==> config.mk <==
export PLATFORM = sky130hd
export DESIGN_NAME = spi_chain_node
export DESIGN_NICKNAME = d
export VERILOG_FILES = /design/src/rtl/spi_chain_pkg.sv /design/src/rtl/spi_chain_sync.sv /design/src/rtl/spi_chain_edge.sv /design/src/rtl/spi_chain_shreg.sv /design/src/rtl/spi_chain_node.sv
export SDC_FILE = /design/constraint.sdc
export NUM_CORES = 1
export LEC_CHECK = 0
export ABC_AREA = 1
export BUFFER_PORTS_ARGS = -buffer_cell sky130_fd_sc_hd__clkbuf_2
export CAP_MARGIN = 20
export CORE_ASPECT_RATIO = 1.2
export CORE_UTILIZATION = 50
export DETAILED_ROUTE_END_ITERATION = 10
export PLACE_DENSITY = 0.77
export SYNTH_ARGS = -nofsm -noshare
export SYNTH_HDL_FRONTEND = slang
export SYNTH_HIERARCHICAL = 1
export SYNTH_SLANG_ARGS = --single-unit
==> constraint.sdc <==
create_clock -name clk -period 3.6 [get_ports clk]
set_clock_uncertainty 0.1 [all_clocks]
set_input_delay 0.18 -clock clk [delete_from_list [all_inputs] [get_ports clk]]
set_output_delay 0.18 -clock clk [all_outputs]
set_load 0.005 [all_outputs]
==> src/rtl/spi_chain_pkg.sv <==
package spi_chain_pkg;

    // frame control states
    typedef enum logic [1:0] {
        ST_IDLE   = 2'd0,
        ST_ACTIVE = 2'd1,
        ST_DONE   = 2'd2
    } node_state_e;

    // bit positions of the synchronized pin vector
    localparam int PIN_DATA = 0;
    localparam int PIN_CLK  = 1;
    localparam int PIN_SEL  = 2;
    localparam int PIN_N    = 3;

endpackage

==> src/rtl/spi_chain_sync.sv <==
module spi_chain_sync #(
    parameter int             N       = 3,
    parameter logic [N-1:0]   RST_VAL = '0
) (
    input  logic         clk,
    input  logic         rst_n,
    input  logic [N-1:0] d_async,
    output logic [N-1:0] d_sync
);

    generate
        for (genvar i = 0; i < N; i++) begin : g_bit
            logic stage1;
            logic stage2;
            always_ff @(posedge clk or negedge rst_n) begin
                if (!rst_n) begin
                    stage1 <= RST_VAL[i];
                    stage2 <= RST_VAL[i];
                end else begin
                    stage1 <= d_async[i];
                    stage2 <= stage1;
                end
            end
            assign d_sync[i] = stage2;
        end
    endgenerate

endmodule

==> src/rtl/spi_chain_edge.sv <==
module spi_chain_edge #(
    parameter bit CPOL = 1'b0,
    parameter bit CPHA = 1'b0
) (
    input  logic clk,
    input  logic rst_n,
    input  logic clk_s,
    input  logic sel_s,
    output logic sample_stb,
    output logic shift_stb,
    output logic sel_fall,
    output logic sel_rise
);

    localparam bit RISE_SAMPLES = (CPOL == CPHA);

    logic clk_q;
    logic sel_q;
    logic clk_up;
    logic clk_dn;

    always_ff @(posedge clk or negedge rst_n) begin
        if (!rst_n) begin
            clk_q <= CPOL;
            sel_q <= 1'b1;
        end else begin
            clk_q <= clk_s;
            sel_q <= sel_s;
        end
    end

    assign clk_up   = clk_s & ~clk_q;
    assign clk_dn   = ~clk_s & clk_q;
    assign sel_fall = ~sel_s & sel_q;
    assign sel_rise = sel_s & ~sel_q;

    generate
        if (RISE_SAMPLES) begin : g_rise_sample
            assign sample_stb = clk_up;
            assign shift_stb  = clk_dn;
        end else begin : g_fall_sample
            assign sample_stb = clk_dn;
            assign shift_stb  = clk_up;
        end
    endgenerate

endmodule

==> src/rtl/spi_chain_shreg.sv <==
module spi_chain_shreg #(
    parameter int W = 8
) (
    input  logic         clk,
    input  logic         rst_n,
    input  logic         load,
    input  logic [W-1:0] load_word,
    input  logic         sample,
    input  logic         sin,
    input  logic         shift,
    output logic [W-1:0] word,
    output logic         sout
);

    logic [W-1:0] sr_q;
    logic         out_q;

    always_ff @(posedge clk or negedge rst_n) begin
        if (!rst_n) begin
            sr_q  <= '0;
            out_q <= 1'b0;
        end else if (load) begin
            sr_q  <= load_word;
            out_q <= load_word[W-1];
        end else if (sample) begin
            sr_q  <= {sr_q[W-2:0], sin};
        end else if (shift) begin
            out_q <= sr_q[W-1];
        end
    end

    assign word = sr_q;
    assign sout = out_q;


    sample_enters_lsb_chk: assert property (@(posedge clk) disable iff (!rst_n)
        (sample && !load) |=> (word[0] == $past(sin)));

endmodule

==> src/rtl/spi_chain_node.sv <==
module spi_chain_node
    import spi_chain_pkg::*;
#(
    parameter int FRAME_W = 8,
    parameter bit CPOL    = 1'b0,
    parameter bit CPHA    = 1'b0
) (
    input  logic               clk,
    input  logic               rst_n,
    input  logic               ser_clk,
    input  logic               ser_sel_n,
    input  logic               ser_in,
    input  logic [FRAME_W-1:0] par_in,
    output logic               ser_out,
    output logic               ser_out_en,
    output logic [FRAME_W-1:0] par_out,
    output logic               par_valid
);

    localparam logic [PIN_N-1:0] PIN_IDLE = {1'b1, CPOL, 1'b0};

    node_state_e        state_q;
    node_state_e        state_d;
    logic [PIN_N-1:0]   pins_raw;
    logic [PIN_N-1:0]   pins_s;
    logic               sample_stb;
    logic               shift_stb;
    logic               sel_fall;
    logic               sel_rise;
    logic               do_load;
    logic               do_sample;
    logic               do_shift;
    logic [FRAME_W-1:0] word;
    logic               sout;

    assign pins_raw[PIN_DATA] = ser_in;
    assign pins_raw[PIN_CLK]  = ser_clk;
    assign pins_raw[PIN_SEL]  = ser_sel_n;

    spi_chain_sync #(
        .N       (PIN_N),
        .RST_VAL (PIN_IDLE)
    ) u_sync (
        .clk     (clk),
        .rst_n   (rst_n),
        .d_async (pins_raw),
        .d_sync  (pins_s)
    );

    spi_chain_edge #(
        .CPOL (CPOL),
        .CPHA (CPHA)
    ) u_edge (
        .clk        (clk),
        .rst_n      (rst_n),
        .clk_s      (pins_s[PIN_CLK]),
        .sel_s      (pins_s[PIN_SEL]),
        .sample_stb (sample_stb),
        .shift_stb  (shift_stb),
        .sel_fall   (sel_fall),
        .sel_rise   (sel_rise)
    );

    assign do_load   = (state_q != ST_ACTIVE) && sel_fall;
    assign do_sample = (state_q == ST_ACTIVE) && sample_stb && !sel_rise;
    assign do_shift  = (state_q == ST_ACTIVE) && shift_stb && !sel_rise;

    spi_chain_shreg #(
        .W (FRAME_W)
    ) u_shreg (
        .clk       (clk),
        .rst_n     (rst_n),
        .load      (do_load),
        .load_word (par_in),
        .sample    (do_sample),
        .sin       (pins_s[PIN_DATA]),
        .shift     (do_shift),
        .word      (word),
        .sout      (sout)
    );

    // state register
    always_ff @(posedge clk or negedge rst_n) begin
        if (!rst_n) begin
            state_q <= ST_IDLE;
        end else begin
            state_q <= state_d;
        end
    end

    // next state
    always_comb begin
        state_d = state_q;
        unique case (state_q)
            ST_IDLE:   if (sel_fall) state_d = ST_ACTIVE;
            ST_ACTIVE: if (sel_rise) state_d = ST_DONE;
            ST_DONE:   state_d = sel_fall ? ST_ACTIVE : ST_IDLE;
            default:   state_d = ST_IDLE;
        endcase
    end

    // outputs
    always_comb begin
        ser_out_en = (state_q == ST_ACTIVE);
        par_valid  = (state_q == ST_DONE);
        ser_out    = ser_out_en & sout;
    end

    // received-frame latch
    always_ff @(posedge clk or negedge rst_n) begin
        if (!rst_n) begin
            par_out <= '0;
        end else if ((state_q == ST_ACTIVE) && sel_rise) begin
            par_out <= word;
        end
    end


    preload_msb_chk: assert property (@(posedge clk) disable iff (!rst_n)
        $rose(ser_out_en) |-> (ser_out == par_in[FRAME_W-1]));


    valid_on_release_chk: assert property (@(posedge clk) disable iff (!rst_n)
        $fell(ser_out_en) |-> par_valid);


    valid_single_chk: assert property (@(posedge clk) disable iff (!rst_n)
        par_valid |=> !par_valid);


    idle_holds_word_chk: assert property (@(posedge clk) disable iff (!rst_n)
        (state_q == ST_IDLE) |=> $stable(par_out));

endmodule

* Word level (Yosys, flattened, before mapping) *
Cells that the tools add are included.

word-level totals
  register bits after elaboration = 27
  input port bits = 13
  output and inout bits = 11
  logic and storage cells = 48

cells by class
  eq/ne operators = 6
  mux-type cells = 9
  bitwise logic cells = 9
  reduce and logical (&&, ||, !) cells = 12

operator list
  operator                                                                  number
  8-bit 2-to-1 mux                                                          2
  1-bit logical AND                                                         6
  2-bit one-hot mux with 3 select lines                                     1
  1-bit AND                                                                 5
  1-bit 2-to-1 mux                                                          4
  2-bit 2-to-1 mux                                                          2
  2-bit by 1-bit inequality test with 1-bit output (second input constant)  2
  2-bit inequality test (second input constant)                             2
  1-bit NOT                                                                 4
  2-bit AND reduction                                                       2
  2-bit nonzero test                                                        2
  2-bit by 1-bit equality test with 1-bit output (second input constant)    1
  2-bit equality test (second input constant)                               1
  2-bit logical NOT                                                         1
  1-bit logical NOT                                                         1

* Longest topological paths before layout *
Gate-level depths: netlist of the first run.

  depth after elaboration = 7
  gate-level depth with buffers = 13
  mapped depth without buffers = 10

* By module *
Netlist of the first run, hierarchy kept.

by module, submodules not included
  module           instances  cells an instance  area each (um2)  seq. area each (um2)
  spi_chain_node   1          55                 471.7            250.2
  spi_chain_shreg  1          54                 444.2            225.2
  spi_chain_sync   1          9                  175.2            152.6
  spi_chain_edge   1          10                 81.3             51.3

* Worst setup path after synthesis of the first run *
Ideal clock, no wire load.

  path kind = flip-flop to flip-flop
  from = register u_sync.g_bit[2].stage2
  to = register u_shreg.out_q, in the netlist u_shreg/sout
  library setup time = 0.116 ns
  data arrival time = 1.423 ns
  required time = 3.384 ns
  slack = 1.961 ns
  stages on the path, launching flop included = 13
  path buffers = 3
  period minus slack after synthesis = 1.639 ns
  cells stage by stage = dfstp_2 buf_4 inv_1 nor2_1 buf_2 inv_1 nand2_2 nor2_1 buf_4 inv_1 nand2_1 nand3_1 nand2_1

on the way
  longest elaborated chain between the ends = 5
  elaborated cells between the ends (all ways) = 11
  classes of those cells = eq/ne (1); mux (1); bitwise (3); reduce/logical (6)

RTL lines
  what                             line                   text
  from (decl)                      spi_chain_sync.sv:14   logic stage2;
  from (signal assigned)           spi_chain_sync.sv:18   stage2 <= RST_VAL[i];
  from (signal assigned)           spi_chain_sync.sv:21   stage2 <= stage1;
  1-bit AND                        spi_chain_edge.sv:35   assign sel_rise = sel_s & ~sel_q;
  named net sel_rise               spi_chain_node.sv:29   logic sel_rise;
  1-bit logical NOT                spi_chain_node.sv:65   assign do_sample = (state_q == ST_ACTIVE) && sample_stb && !sel_rise;
  1-bit logical AND                spi_chain_node.sv:65
  named net do_sample              spi_chain_node.sv:31   logic do_sample;
  2-bit inequality test (no line)  n/a
  2-bit AND reduction (no line)    n/a
  to (signal assigned)             spi_chain_shreg.sv:24  out_q <= load_word[W-1];
  to (signal assigned)             spi_chain_shreg.sv:28  out_q <= sr_q[W-1];
  to (decl)                        spi_chain_shreg.sv:16  logic out_q;

The timed path passes the listed nets, and every way through them passes these cells.
A chain may end at the register's enable or synchronous reset.

* Worst setup path after layout of the first run *
  from = register u_edge.sel_q
  to = register u_shreg.out_q, in the netlist u_shreg/sout

on the way
  elaborated cells between the ends (all ways) = 11
  classes of those cells = eq/ne (1); mux (1); bitwise (3); reduce/logical (6)

RTL lines
  what                                                                   line                  text
  from (decl)                                                            spi_chain_edge.sv:18  logic sel_q;
  from (signal assigned)                                                 spi_chain_edge.sv:28  sel_q <= sel_s;
  1-bit AND (*)                                                          spi_chain_edge.sv:34  assign sel_fall = ~sel_s & sel_q;
  named net sel_fall                                                     spi_chain_node.sv:28  logic sel_fall;
  1-bit logical AND (*)                                                  spi_chain_node.sv:64  assign do_load = (state_q != ST_ACTIVE) && sel_fall;
  named net do_load                                                      spi_chain_node.sv:30  logic do_load;
  2-bit inequality test (no line) or 2-bit nonzero test (tied branches)  n/a
  2-bit AND reduction (no line)                                          n/a

The timed path passes the listed nets; every way through them passes the cells marked *.

==> impl.org, run 1 <==
** STA
- Final worst setup slack :: 1.58 ns
- Setup violations remaining at the end of the flow were counted as 0.
- The final-report max-slew violation count came to 0.
- The worst pin sits at a relative slew slack of 49.3%.
- Setup repair after global routing left no endpoint under its margin.
- Worst Max-Slew Pin Slew :: 0.758 ns
- TNS Setup :: 0 ns
- The number of hold-slack violations in the final timing report came to 0.
- Based on the critical path, the design can be clocked at up to 0.494 GHz.
- After layout, the worst path uses 56.2% of the clock period.
- Min Hold Slack :: 0.272 ns
- For the finished layout, the period the worst path requires is 2.02 ns.

** Cells and area
- Cells with a size suffix above 1 make up 23.3% of the layout.
- Cells fill 65.6% of the core in the end.
- The final layout contains 173 nets.
- With fillers left out, the area of the finished cells amounts to 1400 µm².
- Layout overhead on the synthesized area :: 19.6%
- Antenna diodes :: 0

** Floorplanning
- Full die area :: 2540 µm²
- Measured along the y axis, the die boundary spans 55.0 µm.
- Standard-cell rows :: 18
- Count of pins on the block boundary :: 24
- Core area :: 2140 µm²
- Die extent in x :: 46.2 µm
- The initial utilization of the core area, before any placement, comes to 54.8%.

** Place
- Weighted congestion reported at the end of routability-driven placement :: 0.888
- Timing analysis after detailed placement gives a worst setup slack of 1.60 ns.
- I/O Buffers :: 23
- The placed instances occupy a cell area of 1260 µm².
- After legalization and detailed placement, the total HPWL measured 1.41 mm.

** Drt
- Wires add up to 2.05 mm.
- DRC violations left :: 0
- Via/cell ratio :: 4.72
- Detailed-router iteration count before antenna repair :: 4
- Detailed routing inserted a total of 892 vias.
- DR iter-0 viols :: 20
- The detail route stage leaves a number of antenna-violating nets equal to 0.
- In the final routed layout, each cell accounts on average for 10.8 µm.

** Critical path
- The worst setup path is captured at a flip-flop.
- Source of the worst register-to-register timing path :: u_edge/sel_q
- The most critical setup path has its endpoint at u_shreg/sout.
- STA classifies the critical path startpoint as a flip-flop.
- The worst register-to-register path ends at u_shreg/sout.
- Launch point of the worst path :: u_edge/sel_q
- Maximum net fanout on the critical path :: 11
- R2r worst-path depth :: 9
- For the worst setup path, the data required time is 3.71 ns.
- The worst register-to-register path has a setup slack of 1.58 ns.
- Arrival time worst endpoint :: 2.14 ns
- Kind of critical path :: flip-flop to flip-flop

** CTS
- Once the clock tree was built, the setup fixing pass inserted 0 buffers.
- TritonCTS built the clock tree.
- Count of hold buffers inserted by post-cts repair :: 12
- The number of gates resized after CTS was 0.
- For the worst-skew pair, the clock arrives at the later sink with an insertion delay of 0.32 ns.
- The tree is rooted in a sky130_fd_sc_hd__clkbuf_4.
- CTS built an H-tree with a depth of 1.
- # clock sinks :: 27
- Clock-pin slew was measured on the worst setup and hold paths at 0.12 ns.
- Buffers inserted during clock tree synthesis total 3.
- Maximum clock path buffer count :: 2

** Synthesis
- The synthesized design devotes to its leading area cell type 51.2% of total area.
- Flip-flop and latch count after synthesis :: 27
- The number of nets in the synthesized netlist is 141.
- The share of the Yosys chip area taken by registers is 58.0%.
- After technology mapping, the gate count stands at 128.
- Each instance of the synthesized netlist takes up on average 9.16 µm².
- In this run, distinct cell masters in the synthesized netlist total 14.
- After synthesis the cells add up to 1170 µm².
- Ranked by total cell area, the synthesized netlist is headed by sky130_fd_sc_hd__dfrtp_1, sky130_fd_sc_hd__nand2_1, sky130_fd_sc_hd__nand3_1.
- Of all cell types, the one taking the most synthesized area is sky130_fd_sc_hd__dfrtp_1.
- During synthesis, Yosys emitted a total of 6 warnings.

** GRT
- The initial antenna violation count was 0.
- The first global-routing pass estimated 3.20 mm of wire.
- Via count of the first global-routing pass :: 778
- Overflow left after global routing :: 0
- GRT Resource Usage Total :: 18.4%
- Largest net degree at the start of global routing :: 28

** Power and ir drop
- Power per cell area :: 563 nW/µm²
- Worst voltage drop across the vdd grid :: 0.369 mV
- Static power due to leakage :: 0.740 nW

** Min path
- The path class of the tightest hold or removal check is flip-flop to flip-flop.
- Instance count along the most critical hold path :: 0

** Run status
- Result of the run :: finished, final reports clean

** Flow run
- The tool flagged a number of max-cap violations equal to 0.
==> worst max-delay path, cell delays in order, from the launching register on <==
cell                      delay [ns]
sky130_fd_sc_hd__dfstp_2        0.55
sky130_fd_sc_hd__inv_1          0.04
sky130_fd_sc_hd__nor2_1         0.11
sky130_fd_sc_hd__inv_1          0.05
sky130_fd_sc_hd__nor2_1         0.59
sky130_fd_sc_hd__inv_2          0.23
sky130_fd_sc_hd__nand2_1        0.11
sky130_fd_sc_hd__nand2_1        0.05
sky130_fd_sc_hd__nand2_1        0.05
sky130_fd_sc_hd__nand2_1        0.04
==> report_power, final <==
| group | internal [W] | switching, W | total [W] |
|---|---|---|---|
| Sequential | 0.000394 | 0.0000720 | 0.000466 |
| Clock | 0.0000433 | 0.0000815 | 0.000125 |
| Combinational | 0.0000955 | 0.000104 | 0.000200 |
==> routing by layer <==
metal / vias up / global-route usage, % / routed length [µm]
li1: 461 / - / -
met2: 25 / 30.8 / 998
met3: 8 / 2.92 / 74
met4: 0 / 9.31 / 34
met1: 398 / 22.7 / 941
met5: - / 0 / 0
==> placed cells by master, fill, tap and decap left out <==
cell / n
sky130_fd_sc_hd__nand3_1: 17
sky130_fd_sc_hd__nand3_4: 1
sky130_fd_sc_hd__nor2_4: 2
sky130_fd_sc_hd__clkbuf_1: 1
sky130_fd_sc_hd__dlygate4sd3_1: 12
sky130_fd_sc_hd__inv_1: 12
sky130_fd_sc_hd__nor2_1: 9
sky130_fd_sc_hd__clkbuf_2: 23
sky130_fd_sc_hd__inv_2: 3
sky130_fd_sc_hd__nand2_1: 39
sky130_fd_sc_hd__nand4_1: 8
sky130_fd_sc_hd__nand2_2: 2
sky130_fd_sc_hd__dfrtp_1: 24
sky130_fd_sc_hd__dfstp_2: 3
sky130_fd_sc_hd__clkbuf_4: 3
==> Yosys cell counts <==
| library cell | n |
|---|---|
| sky130_fd_sc_hd__nand2_1 | 39 |
| sky130_fd_sc_hd__dfrtp_1 | 24 |
| sky130_fd_sc_hd__nand3_1 | 17 |
| sky130_fd_sc_hd__inv_1 | 12 |
| sky130_fd_sc_hd__nor2_1 | 9 |
| sky130_fd_sc_hd__nand4_1 | 8 |
| sky130_fd_sc_hd__buf_4 | 4 |
| sky130_fd_sc_hd__buf_6 | 3 |
| sky130_fd_sc_hd__dfstp_2 | 3 |
| sky130_fd_sc_hd__inv_2 | 3 |
| sky130_fd_sc_hd__nand2_2 | 2 |
| sky130_fd_sc_hd__nor2_4 | 2 |
| sky130_fd_sc_hd__buf_2 | 1 |
| sky130_fd_sc_hd__nand3_4 | 1 |
==> sequential cells by signal, summed over array words and instances (netlist names) <==
name	cells
u_sync/g_bit.stage1	3
par_out	8
state_q	2
u_sync/g_bit.stage2	3
u_edge/sel_q	1
u_shreg/word	8
u_edge/clk_q	1
u_shreg/sout	1
==> cells by family after synthesis <==
logic type	count (synthesis)	synth area share, %
AND/OR/NAND/NOR	78	31.4
flip-flops	27	58.0
buffers and inverters	23	10.7
==> through the flow <==
stage	cells	total power, W
global route	189	0.000854
global placement	173	0.000652
detailed placement	173	0.000663
floorplan	128	0.000580
CTS	189	0.000795
finish	189	0.000790
==> worst min path at each step <==
stage                      startpoint                     end  slack, ns
5_1_grt        u_sync/g_bit[2].stage1  u_sync/g_bit[2].stage2       0.28
2_1_floorplan                   rst_n              par_out[0]      -0.22
3_5_place_dp                    rst_n              par_out[7]       0.13
3_3_place_gp                    rst_n              par_out[6]       0.13
4_1_cts        u_sync/g_bit[2].stage1  u_sync/g_bit[2].stage2       0.27
6_report       u_sync/g_bit[2].stage1  u_sync/g_bit[2].stage2       0.27
==> layout make-up <==
cell class / count / area, µm²
fillers: 187 / 737
flip-flops and latches: 27 / 679
multi-input cells: 78 / 368
repair buffers: 35 / 235
inverters: 15 / 56.3
well taps: 30 / 37.5
clock buffers: 4 / 26.3
Note: power is estimated with default switching activity, not from simulation.
==> run 2: changes to the inputs <==
==> constraint.sdc (replaced) <==
create_clock -name clk -period 2 [get_ports clk]
set_clock_uncertainty 0.1 [all_clocks]
set_input_delay 0.1 -clock clk [delete_from_list [all_inputs] [get_ports clk]]
set_output_delay 0.1 -clock clk [all_outputs]
set_load 0.005 [all_outputs]
==> run 2 against run 1 <==
Net effect:
- non-clock buffer count increased by 4
- cell area increased by 2.1%
- total power increased by 82%
- wire length decreased by 0.73%
- clock power increased by 86%
- register-to-register slack got worse by 1.2 ns
- core utilization increased by 1.4 points
- via count increased by 2.6%
- critical endpoint is now u_shreg/word[3]
- sequential cell count unchanged
- critical path depth decreased by 1
- clock-buffer cell count unchanged
==> impl.org, run 2 (synthesized netlist as in run 1, its figures left out) <==
** Cells and area
- Most frequent standard cell in the layout excluding fill and tap cells :: sky130_fd_sc_hd__nand2_1
- The count of inserted antenna diode cells was 0 (unchanged).
- The share of final-layout standard cells stronger than drive strength 1 is 25.2% (+1.9 points).
- Layout overhead on the synthesized area :: 22.2%
- The multi-input combinational cell area is 368 µm² (unchanged).
- The non-filler instance count after layout came to 193 (+2.1%).
- The number of fillers in the final layout came to 176 (-5.9%).
- The layout net count came to 177 (+2.3%).
- FF/Latch Area :: 679 µm² (unchanged)
- Most frequent cells in the layout :: sky130_fd_sc_hd__nand2_1, sky130_fd_sc_hd__dfrtp_1, sky130_fd_sc_hd__clkbuf_2

** Power and ir drop
- The clock network fraction of design power is 16.1% (+0.3 points).
- The leakage power came to 0.760 nW (+2.8%).
- Worst voltage drop across the vdd grid :: 0.667 mV (+81%)
- Design Power :: 0.00144 W (+82%)
- The internal portion of total power was 0.000971 W (+82%).
- The combinational fraction of design power was 27.1% (+1.8 points).
- Share of total power consumed by net switching :: 32.4% (-0.17 points)
- The sequential share of power is 56.7% (-2.2 points).
- The power density relative to cell area is 1000 nW/µm² (+78%).
- The switching power of the nets was 0.000466 W (+81%).

** Drt
- The post-detailed-route wirelength per cell was 10.5 µm (-2.8%).
- Number of vias in the routed layout :: 915 (+2.6%)
- The remaining number of nets flagged by the antenna check after routing was 0 (unchanged).
- The final routed wirelength across all metal layers came to 2.04 mm (-0.73%).
- The met2 layer wire length in the routed design was 1.06 mm (+6.0%).
- The detailed-routing iteration count for the pre-antenna-repair pass was 4 (unchanged).
- DR iter-0 viols :: 42 (+110%)
- Via/cell ratio :: 4.74 (+0.45%)
- Uppermost metal layer occupied by signal nets :: met4
- The routed wire length on met3 was 81 µm (+9.5%).
- M1 wire length :: 873 µm (-7.2%)
- DRC violations left :: 0 (unchanged)

** Critical path
- Among all stages on the critical path, the largest delay is contributed by sky130_fd_sc_hd__dfstp_2.
- The worst register-to-register path begins at u_edge/sel_q.
- The delay of the slowest cell on the worst path came to 0.56 ns (-0.03 ns).
- Kind of critical path :: flip-flop to flip-flop
- The data required time of the worst path came to 2.13 ns (-1.58 ns).
- In this design, the largest share of critical-path delay is due to flip-flops.
- Traced cell by cell, the critical path runs through inv_1 > nor2_1 > inv_1 > nor2_1 > buf_4 > nor2_4 > nand2_1 > nand3_1.
- CP Capture Type :: flip-flop
- Buffers and inverters on the worst path :: 3 (unchanged)
- The most critical setup path has its startpoint at u_edge/sel_q.
- The arrival time of the worst setup path is 1.72 ns (-0.42 ns).
- The worst setup path is launched from a flip-flop.
- The largest fanout on the critical path is 8 (-3).

** GRT
- Largest net degree at the start of global routing :: 28 (unchanged)
- Number of antenna violations at the first check in global routing :: 0 (unchanged)
- The number of global-route vias before repair was 852 (+9.5%).
- The leftover overflow at the end of global routing came to 0 (unchanged).
- GRT Resource Usage Total :: 18.8% (+0.47 points)
- Global-route wire length before repair :: 3.47 mm (+8.4%)

** Floorplanning
- Core area :: 2140 µm² (unchanged)
- The horizontal die dimension is 46.2 µm (unchanged).
- The overall die height came to 55.0 µm (unchanged).
- Standard-cell rows :: 18 (unchanged)
- Full die area :: 2540 µm² (unchanged)
- The count of pins on the block boundary is 24 (unchanged).
- Effective utilization at floorplan :: 54.8% (unchanged)

** Place
- Weighted congestion reported at the end of routability-driven placement :: 0.802 (-9.7%)
- The detailed placement HPWL came to 1.47 mm (+3.9%).
- The placed instance count was 177 (+2.3%).
- The number of buffers inserted by port buffering came to 23 (unchanged).

** STA
- Number of setup violations in the final report :: 0 (unchanged)
- The achievable frequency came to 0.626 GHz (+27%).
- Setup repair after global routing missed its margin :: false
- Tmin final :: 1.60 ns (-0.425 ns)
- The worst max-slew margin expressed relative to the limit came to 57.3% (+8.0 points).
- Worst Max-Slew Pin Slew :: 0.640 ns (-0.118 ns)
- The final-report max-slew violation count is 0 (unchanged).
- TNS Setup :: 0 ns (unchanged)
- Min Hold Slack :: 0.218 ns (-0.0537 ns)
- Hold violation total from the final report :: 0 (unchanged)
- The share of the cycle needed by the critical path after routing is 79.9% (+24 points).

** CTS
- The largest buffer count on any clock path was 2 (unchanged).
- The insertion delay to the later sink of the worst-skew pair was 0.33 ns (about the same).
- Clock transition at the registers of the reported paths :: 0.13 ns (about the same)
- Number of post-CTS setup repair buffers :: 0 (unchanged)
- Clock tree synthesis selected as its root buffer the cell sky130_fd_sc_hd__clkbuf_4.
- Clock tree from TritonCTS :: yes
- The number of H-tree levels is 1 (unchanged).
- # clock sinks :: 27 (unchanged)
- CTS Buf Count :: 3 (unchanged)

** Run status
- The run finished with clean final reports.

** Min path
- In this run the worst hold path is classified as input port to asynchronous set/reset pin.

** Flow run
- The max-capacitance violation count is 0 (unchanged).
## run 2: worst paths after layout
kind | to | slack [ns] | cells after the start
worst max-delay path | u_shreg/word[3] | 0.40 | 8
worst min-delay path | par_out[1] | 0.22 | 2
worst max register to register | u_shreg/word[3] | 0.40 | 8
worst min register to register | u_sync/g_bit[2].stage2 | 0.27 | 0
max in group asynchronous | u_shreg/word[6] | 1.17 | 2
min in group clk | u_sync/g_bit[2].stage2 | 0.27 | 0
## run 2: timing repair
| action | in CTS | in global routing |
|---|---|---|
| hold buffers | 12 | 0 |
| endpoints found under the hold margin | 35 | 0 |
| endpoints found under the setup margin | 0 | 0 |
| resized for setup | 0 | 0 |
## run 2: power groups by stage
stage                     clock network [W]  logic (W)  registers [W]
after global routing               0.000257   0.000461       0.000835
after detailed placement                  0   0.000377       0.000827
after CTS                          0.000236   0.000397       0.000816
after global placement                    0   0.000366       0.000818
after floorplan                           0   0.000230       0.000813
final                              0.000232   0.000390       0.000815
## run 2: layer usage
layer	vias up	track usage (%)
li1	467	-
met1	415	22.9
met2	30	33.8
met3	3	2.92
met4	0	5.88
met5	-	0
## run 2: area by class of cell
type / instances / area share [%]
Tap cell: 30 / 2.62
Inverter: 15 / 3.93
Sequential cell: 27 / 47.4
Timing Repair Buffer: 39 / 18.5
Clock buffer: 4 / 1.83
Multi-Input combinational cell: 78 / 25.7
## run 2: per-stage QoR
step / utilization (%) / worst slack [ns] / area, µm²
4_1_cts: 67.0 / 0.413 / 1430
2_1_floorplan: - / 0.361 / 1170
5_1_grt: 67.0 / 0.248 / 1430
3_5_place_dp: 60.1 / 0.432 / 1290
6_report: 67.0 / 0.402 / 1430
3_3_place_gp: 60.1 / 0.468 / 1290
==> run 3: changes to the inputs <==
==> constraint.sdc (replaced) <==
create_clock -name clk -period 1.5 [get_ports clk]
set_clock_uncertainty 0.1 [all_clocks]
set_input_delay 0.075 -clock clk [delete_from_list [all_inputs] [get_ports clk]]
set_output_delay 0.075 -clock clk [all_outputs]
set_load 0.005 [all_outputs]
==> run 3 against run 2 <==
Net effect:
- combinational power rose by 47%
- sequential cell count did not move
- clock-buffer cell count is the same
- register-to-register slack got worse by 0.40 ns
- critical endpoint is now u_shreg/word[2]
- largest cell class unchanged
- largest power group unchanged
==> impl.org, run 3 (synthesized netlist as in run 1, its figures left out) <==
** STA
- The final-report max-slew violation count is 0 (unchanged).
- The sum of negative setup slack is 0 ns (unchanged).
- The worst max-slew margin expressed relative to the limit came to 57.5% (+0.19 points).
- Number of setup violations in the final report :: 0 (unchanged)
- Min Hold Slack :: 0.193 ns (-0.0253 ns)
- The minimum clock period after layout is 1.49 ns (-0.103 ns).
- Ratio of final minimum period to clock period :: 99.6% (+20 points)
- Hold violation total from the final report :: 0 (unchanged)
- The transition time at the pin with the least slew margin came to 0.637 ns (-0.00289 ns).
- Top achievable clock speed :: 0.669 GHz (+6.9%)
- Setup repair after global routing missed its margin :: true

** GRT
- Number of antenna violations at the first check in global routing :: 0 (unchanged)
- The wire length of the first global-routing pass is 3.53 mm (+1.6%).
- Overflow left after global routing :: 0 (unchanged)
- Largest net degree at the start of global routing :: 28 (unchanged)
- Via count of the first global-routing pass :: 878 (+3.1%)
- GRT Resource Usage Total :: 19.6% (+0.72 points)

** Critical path
- Traced cell by cell, the critical path runs through inv_2 > nor2_4 > inv_2 > nand2_2 > nor2_4 > buf_12 > nor2_4 > nand2_1 > nand3_1.
- Maximum net fanout on the critical path :: 8 (unchanged)
- STA classifies the critical path endpoint as a flip-flop.
- For this design, the slowest cell found on the critical path is sky130_fd_sc_hd__dfstp_2.
- Source of the worst register-to-register timing path :: u_sync/g_bit[2].stage2
- Highest cell delay on the worst timing path :: 0.56 ns (about the same)
- The worst setup path is of the flip-flop to flip-flop kind.
- Arrival time worst endpoint :: 1.65 ns (-0.07 ns)
- Launch point of the worst path :: u_sync/g_bit[2].stage2
- Crit path required time :: 1.66 ns (-0.47 ns)
- Cell with the most instances on the worst path :: sky130_fd_sc_hd__nor2_4
- The worst setup path is launched from a flip-flop.

** Cells and area
- Most frequent standard cell in the layout excluding fill and tap cells :: sky130_fd_sc_hd__nand2_1
- From synthesis to final layout, the design area changed by 31.8%.
- Layout cells sized above 1 :: 33.3% (+8.2 points)
- Antenna diodes :: 0 (unchanged)
- Leaving out fill and tap cells, the most frequent cells in the layout are sky130_fd_sc_hd__nand2_1, sky130_fd_sc_hd__dfrtp_1, sky130_fd_sc_hd__clkbuf_2.
- Fin util :: 72.2% (+5.3 points)
- The non-filler instance count after layout came to 201 (+4.1%).
- Fill count :: 158 (-10%)
- Nets :: 185 (+4.5%)

** Min path
- Worst min-delay path class :: input port to asynchronous set/reset pin

** CTS
- The number of sinks on the clock net was 27 (unchanged).
- Clock tree from TritonCTS :: yes
- Clock root cell :: sky130_fd_sc_hd__clkbuf_4
- The largest buffer count on any clock path is 2 (unchanged).
- Total number of H-tree levels :: 1 (unchanged)
- Clock transition at the registers of the reported paths :: 0.14 ns (about the same)
- CTS Buf Count :: 3 (unchanged)
- The insertion delay to the later sink of the worst-skew pair came to 0.31 ns (-0.02 ns).

** Power and ir drop
- Power per cell area :: 1270 nW/µm² (+27%)
- The clock network fraction of design power was 15.3% (-0.8 points).
- The internal portion of total power was 0.00133 W (+37%).
- Sequential group share of total power :: 55.4% (-1.3 points)
- The fraction of power spent switching nets was 32.4% (about the same).
- Static power due to leakage :: 0.806 nW (+6.0%)
- Combinational group share of total power :: 29.3% (+2.2 points)
- The total chip power was 0.00196 W (+37%).
- Sw Pwr :: 0.000636 W (+37%)
- Worst voltage drop across the vdd grid :: 0.825 mV (+24%)

** Drt
- DR iter-0 viols :: 31 (-26%)
- DRC violations left :: 0 (unchanged)
- The post-detailed-route via-to-cell ratio is 4.82 (+1.6%).
- The final routed wirelength across all metal layers came to 2.18 mm (+7.1%).
- Detailed-router iteration count before antenna repair :: 4 (unchanged)
- The post-detailed-route wirelength per cell came to 10.8 µm (+2.9%).
- The remaining number of nets flagged by the antenna check after routing is 0 (unchanged).
- The via total after detailed routing is 968 (+5.8%).

** Floorplanning
- The count of pins on the block boundary was 24 (unchanged).
- The horizontal die dimension is 46.2 µm (unchanged).
- Vertical die dimension :: 55.0 µm (unchanged)
- The effective utilization at floorplan is 54.8% (unchanged).
- Core area :: 2140 µm² (unchanged)
- The row count came to 18 (unchanged).
- Full die area :: 2540 µm² (unchanged)

** Place
- The detailed placement HPWL is 1.49 mm (+1.6%).
- I/O Buffers :: 23 (unchanged)
- Placed cell count :: 182 (+2.8%)
- The final weighted congestion of routability-driven global placement was 0.803 (+0.11%).

** Run status
- The run finished with clean final reports.

** Flow run
- The max-capacitance violation count was 0 (unchanged).
## run 3: cell count changes in the layout (fill, tap and decap cells not counted), sizes merged
| cell | change |
|---|---|
| buf | +8 |
## run 3: worst paths after layout
| check | end | slack, ns | depth (start not counted) |
|---|---|---|---|
| max | u_shreg/word[2] | 0.005 | 9 |
| min | par_out[6] | 0.19 | 2 |
| max reg2reg | u_shreg/word[2] | 0.005 | 9 |
| min reg2reg | u_sync/g_bit[2].stage2 | 0.27 | 0 |
| max in group asynchronous | u_sync/g_bit[0].stage2 | 0.70 | 2 |
| min in group clk | u_sync/g_bit[2].stage2 | 0.27 | 0 |
## run 3: final cells by class
cell class                      count  area, µm²  area share [%]
Sequential cell                    27        679            44.0
Inverter                           15       58.8            3.81
Multi-Input combinational cell     78        398            25.7
Tap cell                           30       37.5            2.43
Timing Repair Buffer               47        345            22.3
Clock buffer                        4       26.3            1.70
## run 3: power groups by stage
stage	Combinational, W	Clock, W	Sequential [W]
finish	0.000574	0.000301	0.00109
global route	0.000675	0.000338	0.00112
CTS	0.000559	0.000313	0.00109
detailed placement	0.000522	0	0.00110
global placement	0.000507	0	0.00109
floorplan	0.000310	0	0.00108
## run 3: worst max-delay path, delay by kind of cell (launching register included)
kind          cells  cell delay (ns)
simple gates      6             0.56
buf+inv           3             0.21
flops             1             0.56
## run 3: per-stage QoR
step           area (µm²)  setup WS (ns)
3_5_place_dp         1320        -0.0337
4_1_cts              1490        0.00479
3_3_place_gp         1320       -0.00391
6_report             1550        0.00538
5_1_grt              1550        -0.0647
2_1_floorplan        1180        -0.0770
## run 3: metal layers
layer  vias up  GRT usage (%)  share of wire [%]
met5         -              0                  0
met3         2           3.90                4.7
met2        34           34.3                 52
li1        486              -                  -
met1       446           23.6                 42
met4         0           6.86               0.60
## run 3: what timing repair did
item,in CTS,in global routing
hold endpoints to repair,36,0
buffers inserted,0,4
setup endpoints to repair,9,9
pin swaps,2,9
gates resized for setup,7,6
hold buffers,12,0
